==> config.mk <==
export PLATFORM = sky130hd
export DESIGN_NAME = pix_pack
export DESIGN_NICKNAME = d
export VERILOG_FILES = /design/src/rtl/pxp_pkg.sv /design/src/rtl/px_format.sv /design/src/rtl/px_accum.sv /design/src/rtl/pix_pack.sv
export SDC_FILE = /design/constraint.sdc
export NUM_CORES = 1
export LEC_CHECK = 0
export ABC_AREA = 1
export ABC_CLOCK_PERIOD_IN_PS = 6400
export CAP_MARGIN = 25
export CORE_MARGIN = 2
export CORE_UTILIZATION = 52
export DETAILED_ROUTE_END_ITERATION = 6
export DONT_BUFFER_PORTS = 1
export PLACE_DENSITY = 0.68
export SETUP_SLACK_MARGIN = 0.5
export SLEW_MARGIN = 20
export SYNTH_ARGS = -nofsm -noshare
export SYNTH_HDL_FRONTEND = slang
export SYNTH_SLANG_ARGS = --single-unit
==> constraint.sdc <==
create_clock -name clk -period 6.4 [get_ports clk]
set_clock_uncertainty 0.05 [all_clocks]
set_input_delay 0.64 -clock clk [delete_from_list [all_inputs] [get_ports clk]]
set_output_delay 0.64 -clock clk [all_outputs]
set_load 0.01 [all_outputs]
==> src/rtl/pxp_pkg.sv <==
package pxp_pkg;

    localparam int CH_W   = 8;
    localparam int LANES  = 4;
    localparam int WORD_W = CH_W * LANES;
    localparam int HOLD_W = CH_W * (LANES - 1);
    localparam int COMB_W = CH_W * (2 * LANES - 1);
    localparam int CNT_W  = $clog2(LANES);
    localparam int NB_W   = $clog2(LANES) + 1;

    typedef struct packed {
        logic [CH_W-1:0] a;
        logic [CH_W-1:0] r;
        logic [CH_W-1:0] g;
        logic [CH_W-1:0] b;
    } pix_t;

    // One converted pixel: bytes right-aligned, byte count, legal code flag
    typedef struct packed {
        logic [WORD_W-1:0] bytes;
        logic [NB_W-1:0]   nbytes;
        logic              legal;
    } conv_t;

    // Four-channel ordering, high byte first
    function automatic logic [31:0] order4(input logic [1:0] sel,
                                           input logic [7:0] a, r, g, b);
        case (sel)
            2'd0:    order4 = {a, b, g, r};
            2'd1:    order4 = {a, r, g, b};
            2'd2:    order4 = {b, g, r, a};
            default: order4 = {r, g, b, a};
        endcase
    endfunction

    // Three-channel ordering, high byte first
    function automatic logic [23:0] order3(input logic rgb_first,
                                           input logic [7:0] r, g, b);
        order3 = rgb_first ? {r, g, b} : {b, g, r};
    endfunction

    function automatic logic [15:0] fold4444(input logic [31:0] w);
        fold4444 = {w[31:28], w[23:20], w[15:12], w[7:4]};
    endfunction

    function automatic logic [15:0] fold565(input logic [23:0] w);
        fold565 = {w[23:19], w[15:10], w[7:3]};
    endfunction

    // Strobe mask for the low n lanes
    function automatic logic [LANES-1:0] low_lanes(input logic [NB_W-1:0] n);
        logic [LANES-1:0] m;
        m = '0;
        for (int i = 0; i < LANES; i++)
            if (i < int'(n)) m[i] = 1'b1;
        return m;
    endfunction

endpackage

==> src/rtl/px_format.sv <==
module px_format
    import pxp_pkg::*;
(
    input  pix_t        pix,
    input  logic [3:0]  fmt,
    input  logic        alpha_en,
    input  logic        alpha_inv,
    output conv_t       conv
);

    logic [CH_W-1:0] alpha_v;
    logic [31:0]     four_ch;
    logic [23:0]     three_ch;

    always_comb begin
        alpha_v  = alpha_en ? (pix.a ^ {CH_W{alpha_inv}}) : {CH_W{~alpha_inv}};
        four_ch  = order4(fmt[1:0], alpha_v, pix.r, pix.g, pix.b);
        three_ch = order3(fmt[0], pix.r, pix.g, pix.b);
    end

    always_comb begin
        conv = '0;
        case (fmt[3:2])
            2'b00: begin
                conv.bytes  = {16'h0, fold4444(four_ch)};
                conv.nbytes = NB_W'(2);
                conv.legal  = 1'b1;
            end
            2'b01: begin
                conv.nbytes = NB_W'(fmt[1] ? 2 : 4);
                conv.legal  = fmt[1];
                if (fmt[1]) conv.bytes = {16'h0, fold565(three_ch)};
            end
            2'b10: begin
                conv.nbytes = NB_W'(fmt[1] ? 4 : 3);
                conv.legal  = ~fmt[1];
                if (!fmt[1]) conv.bytes = {8'h0, three_ch};
            end
            default: begin
                conv.bytes  = four_ch;
                conv.nbytes = NB_W'(4);
                conv.legal  = 1'b1;
            end
        endcase
    end

    // r10_: illegal codes never carry data
    always_comb begin
        if (!conv.legal)
            p_illegal_zero_r10: assert (conv.bytes == '0);
    end

endmodule

==> src/rtl/px_accum.sv <==
module px_accum
    import pxp_pkg::*;
(
    input  logic              clk,
    input  logic              rst,
    input  logic              in_valid,
    input  logic              in_last,
    input  conv_t             conv,
    input  logic [LANES-1:0]  byte_en,
    output logic              in_ready,
    output logic              out_valid,
    input  logic              out_ready,
    output logic [WORD_W-1:0] out_data,
    output logic [LANES-1:0]  out_strb
);

    logic [HOLD_W-1:0] held_q;
    logic [CNT_W-1:0]  cnt_q;
    logic              flush_q;
    logic              ov_q;
    logic [WORD_W-1:0] data_q;
    logic [LANES-1:0]  strb_q;

    logic              slot_free;
    logic              take;
    logic [COMB_W-1:0] comb;
    logic [NB_W-1:0]   tot;
    logic              full;

    always_comb begin
        slot_free = !ov_q || out_ready;
        in_ready  = slot_free && !flush_q;
        take      = in_valid && in_ready;
        comb      = (COMB_W'(conv.bytes) << {cnt_q, 3'b000}) | COMB_W'(held_q);
        tot       = NB_W'(cnt_q) + conv.nbytes;
        full      = tot[NB_W-1];
    end

    always_ff @(posedge clk) begin
        if (rst) begin
            held_q  <= '0;
            cnt_q   <= '0;
            flush_q <= 1'b0;
            ov_q    <= 1'b0;
            data_q  <= '0;
            strb_q  <= '0;
        end else begin
            if (slot_free) ov_q <= 1'b0;
            if (flush_q && slot_free) begin
                ov_q    <= 1'b1;
                data_q  <= WORD_W'(held_q);
                strb_q  <= low_lanes(NB_W'(cnt_q)) & byte_en;
                held_q  <= '0;
                cnt_q   <= '0;
                flush_q <= 1'b0;
            end else if (take) begin
                if (full) begin
                    ov_q    <= 1'b1;
                    data_q  <= comb[WORD_W-1:0];
                    strb_q  <= byte_en & {LANES{conv.legal}};
                    held_q  <= comb[COMB_W-1:WORD_W];
                    cnt_q   <= tot[CNT_W-1:0];
                    flush_q <= in_last && (tot[CNT_W-1:0] != '0);
                end else if (in_last) begin
                    ov_q    <= 1'b1;
                    data_q  <= comb[WORD_W-1:0];
                    strb_q  <= low_lanes(tot) & byte_en & {LANES{conv.legal}};
                    held_q  <= '0;
                    cnt_q   <= '0;
                end else begin
                    held_q  <= comb[HOLD_W-1:0];
                    cnt_q   <= tot[CNT_W-1:0];
                end
            end
        end
    end

    assign out_valid = ov_q;
    assign out_data  = data_q;
    assign out_strb  = strb_q;

    p_hold_stable_r11: assert property (@(posedge clk) disable iff (rst)
        (ov_q && !out_ready) |=> (ov_q && $stable(data_q) && $stable(strb_q)));

    p_stall_blocks_r11: assert property (@(posedge clk) disable iff (rst)
        (ov_q && !out_ready) |-> !in_ready);

    p_flush_blocks_r8: assert property (@(posedge clk) disable iff (rst)
        flush_q |-> !in_ready);

    p_strb_masked_r9: assert property (@(posedge clk) disable iff (rst)
        ov_q |-> ((strb_q & ~byte_en) == '0));

endmodule

==> src/rtl/pix_pack.sv <==
module pix_pack
    import pxp_pkg::*;
(
    input  logic        clk,
    input  logic        rst,
    input  logic        in_valid,
    output logic        in_ready,
    input  logic [31:0] in_pix,
    input  logic        in_last,
    input  logic [3:0]  fmt,
    input  logic        alpha_en,
    input  logic        alpha_inv,
    input  logic [3:0]  byte_en,
    output logic        out_valid,
    input  logic        out_ready,
    output logic [31:0] out_data,
    output logic [3:0]  out_strb
);

    pix_t  pix;
    conv_t conv;

    assign pix = pix_t'(in_pix);

    px_format u_fmt (
        .pix       (pix),
        .fmt       (fmt),
        .alpha_en  (alpha_en),
        .alpha_inv (alpha_inv),
        .conv      (conv)
    );

    px_accum u_acc (
        .clk       (clk),
        .rst       (rst),
        .in_valid  (in_valid),
        .in_last   (in_last),
        .conv      (conv),
        .byte_en   (byte_en),
        .in_ready  (in_ready),
        .out_valid (out_valid),
        .out_ready (out_ready),
        .out_data  (out_data),
        .out_strb  (out_strb)
    );

endmodule

==> results of run 1 <==
[worst min path at each step]
stage | depth (start not counted) | end | slack, ns | startpoint
floorplan | 2 | u_acc.flush_q | 0.41 | u_acc.flush_q
global placement | 2 | u_acc.flush_q | 0.42 | u_acc.flush_q
detailed placement | 2 | u_acc.flush_q | 0.43 | u_acc.flush_q
CTS | 1 | u_acc.out_valid | 0.30 | rst
global route | 1 | u_acc.out_valid | 0.30 | rst
finish | 1 | u_acc.out_valid | 0.30 | rst
[per-layer routing]
layer | GRT usage [%] | vias up | routed length, um
li1 | - | 2748 | -
met1 | 48.0 | 2643 | 7610
met2 | 51.9 | 308 | 7540
met3 | 9.08 | 53 | 1830
met4 | 11.6 | 0 | 578
met5 | 0 | - | 0
[kinds of logic after synthesis]
group | count (synthesis) | synth area share (%)
compound gates | 231 | 25.2
xor+xnor | 5 | 1.05
fa+ha+maj | 2 | 0.665
buf+inv | 131 | 11.1
flops | 64 | 26.2
simple gates | 424 | 35.8
[sequential cells by signal, summed over array words and instances, names as in the netlist]
name,count
u_acc.held_q,24
u_acc.out_valid,1
u_acc.flush_q,1
u_acc.out_strb,4
u_acc.out_data,32
u_acc.cnt_q,2
[through the flow]
step	utilization, %	cell area [um^2]	total power (W)	setup WS, ns
6_report	54.9	5050	0.00134	2.25
4_1_cts	54.9	5050	0.00133	2.37
5_1_grt	54.9	5050	0.00141	1.95
3_3_place_gp	52.3	4810	0.000923	2.51
3_5_place_dp	52.4	4820	0.000929	2.20
2_1_floorplan	-	4890	0.000825	3.69
[Yosys cell counts]
| library cell | number | area share, % |
|---|---|---|
| nand3_1 | 80 | 8.2 |
| o21bai_1 | 9 | 1.4 |
| nand4_1 | 9 | 1.2 |
| nand2_1 | 245 | 19 |
| o21a_1 | 3 | 0.46 |
| o211ai_1 | 5 | 0.77 |
| clkinv_1 | 4 | 0.31 |
| inv_1 | 75 | 5.8 |
| buf_4 | 2 | 0.31 |
| nor2_2 | 1 | 0.13 |
| and2_1 | 2 | 0.26 |
| nand3b_1 | 4 | 0.61 |
| inv_2 | 3 | 0.23 |
| fa_1 | 1 | 0.41 |
| o21ai_0 | 105 | 11 |
| dfxtp_1 | 64 | 26 |
| nor2_1 | 78 | 6.0 |
| or2_1 | 1 | 0.13 |
| ha_1 | 1 | 0.26 |
| a22oi_1 | 1 | 0.15 |
| o2111ai_1 | 1 | 0.18 |
| xnor2_1 | 4 | 0.72 |
| buf_6 | 3 | 0.69 |
| o31ai_1 | 1 | 0.15 |
| o221ai_1 | 4 | 0.72 |
| nand2_2 | 4 | 0.51 |
| a21oi_1 | 86 | 8.8 |
| buf_2 | 18 | 1.8 |
| a21boi_0 | 1 | 0.15 |
| o21ai_1 | 10 | 1.0 |
| o21ai_2 | 1 | 0.18 |
| clkbuf_1 | 19 | 1.5 |
| o22ai_1 | 4 | 0.51 |
| xnor2_2 | 1 | 0.33 |
| buf_1 | 7 | 0.54 |
[layout make-up]
cell class | instances | share of cell area (%)
clock buffers | 9 | 2.45
well taps | 111 | 2.75
clock inverters | 7 | 2.08
inverters | 82 | 6.10
repair buffers | 3 | 0.446
multi-input cells | 662 | 60.8
flip-flops and latches | 64 | 25.4
[power groups by stage]
stage | clock network, W | logic (W) | registers, W
floorplan | 0 | 0.000320 | 0.000504
global placement | 0 | 0.000401 | 0.000521
detailed placement | 0 | 0.000406 | 0.000523
CTS | 0.000406 | 0.000408 | 0.000514
global route | 0.000423 | 0.000466 | 0.000522
finish | 0.000404 | 0.000419 | 0.000515
==> run metrics, run 1 <==
WP depth=9; status=completed; Reg-to-Reg Start=u_acc.cnt_q[1]; Max Fclk=around 0.24 GHz; DP Cell Count=922; FF-to-FF End=u_acc.out_data[23]; Initial DRT Pass Iterations=5; DRC errors left=0; non-filler cells, final=~940; Fin Hold WS=approximately 0.30 ns; vias in the first global route=5161; slew of the pin with the lowest slew margin=approximately 0.98 ns; Routed WL=between 15 and 20 mm; Clk pwr share=30.2%; number of register bits inferred by synthesis=64; Pwr per Cell Area=approximately 260 nW/um^2; Area Growth Syn to Fin=3.15%; Pins Over Slew Limit=0; worst-case clock buffer depth=2; grt total ovfl=0; DRT antenna net count=0; Setup crit start=u_acc.cnt_q[1]; Worst setup SP type=flip-flop; share of cells above drive strength 1=3.51%; Largest delay share family, worst path=simple AND/OR/NAND/NOR gates; syn avg cell area=around 5.7 um^2; Die Wd=between 100 and 150 um; fill count=approximately 970; Mapped Cells=857; Switch Pwr=between 0.0005 and 0.0006 W; Critical Path Max Stage Delay=roughly 0.78 ns; Worst path slowest cell=dfxtp_1; hpwl dp=between 10 and 15 mm; commonest cells after routing, fill and taps aside=nand2_1, o21ai_0, a21oi_1, nand3_1, nor2_1; die area=10200 um^2; I/O pin cnt=85; Static Leak=2.37 nW; Max VDD drop=0.149 mV; CTS hold repair buffers=0; crit path time final=4.15 ns; core footprint=a little over 9000 um^2; max_slew headroom=34.6%; Setup Viol. Count Final=0; Final period util=about two thirds; CTS Root Cell=clkbuf_8; Total GRT Usage=34.6%; Starting Density=53.2%; Tightest Hold Check Type=input pin to flip-flop; port bufs=0; Critical Path, Cell by Cell=inv_2 -> fa_1 -> xnor2_2 -> nand2_1 -> nand2_2 -> nand2_2 -> inv_1 -> o21ai_0 -> inv_1; flop2flop setup slack=between 2 and 2.5 ns; Die Ht=between 100 and 150 um; setup TNS=0 ns; library cells used by synthesis=35; peak fanout along the critical path=40; via/cell ratio=between 6 and 7; synthesized cell area=~4900 um^2; Syn. warnings=0; Worst EP arrival=between 4 and 5 ns; via count=between 5000 and 6000; H-Tree Depth=3; Critical Path RT=between 6 and 7 ns; Std-Cell Rows=35; first-pass GRT wire length=27.4 mm; CTS tree=done; area of the multi-input gates=just over 3000 um^2; unrepaired setup endpoints after global routing=false; maxcap violations=0; Final Hold Viols=0; Buf/Inv on CP=3; worst-skew pair later-pin latency=~0.35 ns; Mapped Nets=906; critical path capture point=u_acc.out_data[23]; largest net degree at the start of global routing=41; GP Congestion=about 1.0; DRT iter0 DRCs=around 460; Worst R2R Path Depth=9; clock sink count=64; Sequential Power Share=about 39%; Nets=a little under 900; Gate power share=between 30% and 40%; Routed WL per cell=around 19 um; Antenna diodes=0; Seq/Total Area, Yosys=a little over a quarter; Post-CTS Setup Inserts=0; Clock transition at path regs=about 0.080 ns; Setup crit end kind=flip-flop; cts bufs inserted=9; sequential cell area=approximately 1300 um^2; Pint=about 0.00080 W; critical path class=flip-flop to flip-flop; quantity of gates resized following cts=0; initial antenna violation count=0; sw frac=approximately 40%; most common cell after layout, fill and taps aside=nand2_1
Note: power is estimated with default switching activity, not from simulation.
==> run 2, diff against run 1 <==
- ABC_CLOCK_PERIOD_IN_PS: 6400 -> 3700
- PLACE_DENSITY: 0.68 -> 0.71
- clock period: 6.4 -> 3.7 ns (I/O delays scaled with it)
==> run metrics, run 2 (synthesis results as in run 1) <==
max_slew headroom=37.5% (+3.0 points); fill count=988 (+2.2%); share of cells above drive strength 1=4.55% (+1.0 points); DRC errors left=0 (unchanged); critical path class=input pin to flip-flop; Clock transition at path regs=0.08 ns (about the same); Nets=880 (+1.0%); Worst setup SP type=input pin; Final Hold Viols=0 (unchanged); worst-case clock buffer depth=2 (unchanged); cts bufs inserted=9 (unchanged); maxcap violations=0 (unchanged); non-filler cells, final=947 (+0.96%); CTS Root Cell=clkbuf_8; Critical Path RT=3.95 ns (-2.70 ns); Worst R2R Path Depth=10 (+1); status=completed; via/cell ratio=6.15 (+0.34%); GP Congestion=1.01 (-1.0%); Worst EP arrival=3.00 ns (-1.40 ns); flop2flop setup slack=1.09 ns (-1.16 ns); Post-CTS Setup Inserts=0 (unchanged); Die Wd=101 um (unchanged); DRT antenna net count=0 (unchanged); Pins Over Slew Limit=0 (unchanged); area of the multi-input gates=3080 um^2 (+0.53%); vias in the first global route=5278 (+2.3%); core footprint=9200 um^2 (unchanged); Hold Startpoint=rst; Max VDD drop=0.293 mV (+96%); H-Tree Depth=3 (unchanged); most common cell after layout, fill and taps aside=nand2_1; CTS tree=done; Final period util=around 74%; via count=5827 (+1.3%); Area Growth Syn to Fin=5.27%; I/O pin cnt=85 (unchanged); setup TNS=0 ns (unchanged); FF-to-FF End=u_acc.out_data[17]; Fin Hold WS=0.0176 ns (-0.282 ns); first-pass GRT wire length=28.2 mm (+2.9%); Pwr per Cell Area=471 nW/um^2 (+78%); unrepaired setup endpoints after global routing=false; Total GRT Usage=35.9% (+1.3 points); slew of the pin with the lowest slew margin=0.936 ns (-0.0430 ns); Routed WL per cell=19.1 um (+1.8%); initial antenna violation count=0 (unchanged); Setup Viol. Count Final=0 (unchanged); Starting Density=53.2% (unchanged); DRT iter0 DRCs=612 (+35%); peak fanout along the critical path=40 (unchanged); worst-skew pair later-pin latency=0.36 ns (about the same); Initial DRT Pass Iterations=6 (+1); die area=10200 um^2 (unchanged); Reg-to-Reg Start=u_acc.cnt_q[1]; Static Leak=2.43 nW (+2.5%); sequential cell area=1280 um^2 (unchanged); Antenna diodes=0 (unchanged); clock sink count=64 (unchanged); largest net degree at the start of global routing=41 (unchanged); crit path time final=2.75 ns; commonest cells after routing, fill and taps aside=nand2_1, o21ai_0, a21oi_1, nand3_1, nor2_1; grt total ovfl=0 (unchanged); hpwl dp=13.8 mm (+3.6%); CTS hold repair buffers=0 (unchanged); DP Cell Count=931 (+0.98%); number of flip-flops in the largest register=32 (unchanged); Setup crit end kind=flip-flop; port bufs=0 (unchanged); Std-Cell Rows=35 (unchanged); Hold Crit Depth=1 (unchanged); Routed WL=18.0 mm (+2.8%); Tightest Hold Check Type=input pin to flip-flop; Die Ht=101 um (unchanged); Max Fclk=between 0.3 and 0.4 GHz; Hold EP=u_acc.out_valid
[run 2: layout make-up]
class,instances,area share (%)
clock inverter,7,2.43
inverter,82,5.98
multi-input combinational,662,59.9
clock buffer,9,2.41
timing repair buffer,12,1.75
sequential,64,24.9
tap,111,2.70
[run 2: worst max-delay path by stage]
stage,from,end,slack (ns),cells past startpoint
2_1_floorplan,fmt[2],u_acc.out_data[16],1.26,15
3_3_place_gp,fmt[2],u_acc.out_data[17],0.48,13
3_5_place_dp,fmt[2],u_acc.out_data[18],0.24,13
4_1_cts,fmt[2],u_acc.out_data[18],0.60,13
5_1_grt,fmt[2],u_acc.out_data[17],0.68,13
6_report,fmt[2],u_acc.out_data[17],0.95,13
[run 2: what timing repair did]
action / in CTS / in global routing
gates resized for setup: 0 / 2
endpoints found under the setup margin: 0 / 28
hold endpoints to repair: 0 / 0
[run 2: worst max-delay path: stages]
cell	delay, ns
inv_1	0.08
nand2_1	0.15
nor2_2	0.34
ha_1	0.21
inv_1	0.05
fa_1	0.44
xnor2_4	0.34
nand2_1	0.16
nand2_2	0.12
nand2_4	0.22
inv_1	0.29
o21ai_0	0.14
inv_1	0.06
[run 2: where the power goes]
group          switching [W]  total (W)  internal, W  leakage (nW)
clock network       0.000333   0.000790     0.000456         0.125
registers          0.0000937   0.000879     0.000785         0.528
logic               0.000533   0.000756     0.000223          1.77
total               0.000960    0.00242      0.00146          2.43
[run 2: routing by layer]
| metal | global-route usage, % | part of all wire (%) |
|---|---|---|
| met1 | 50.0 | 42 |
| met2 | 55.1 | 44 |
| met3 | 6.80 | 10 |
| met4 | 12.8 | 3.5 |
| met5 | 0 | 0 |
[run 2: stage by stage]
step	total power [W]	setup WS, ns	instance area (um^2)	util [%]
2_1_floorplan	0.00143	1.26	4890	-
3_3_place_gp	0.00160	0.476	4880	53.1
3_5_place_dp	0.00162	0.237	4880	53.1
4_1_cts	0.00240	0.595	5130	55.8
5_1_grt	0.00255	0.683	5150	56.0
6_report	0.00242	0.947	5150	56.0
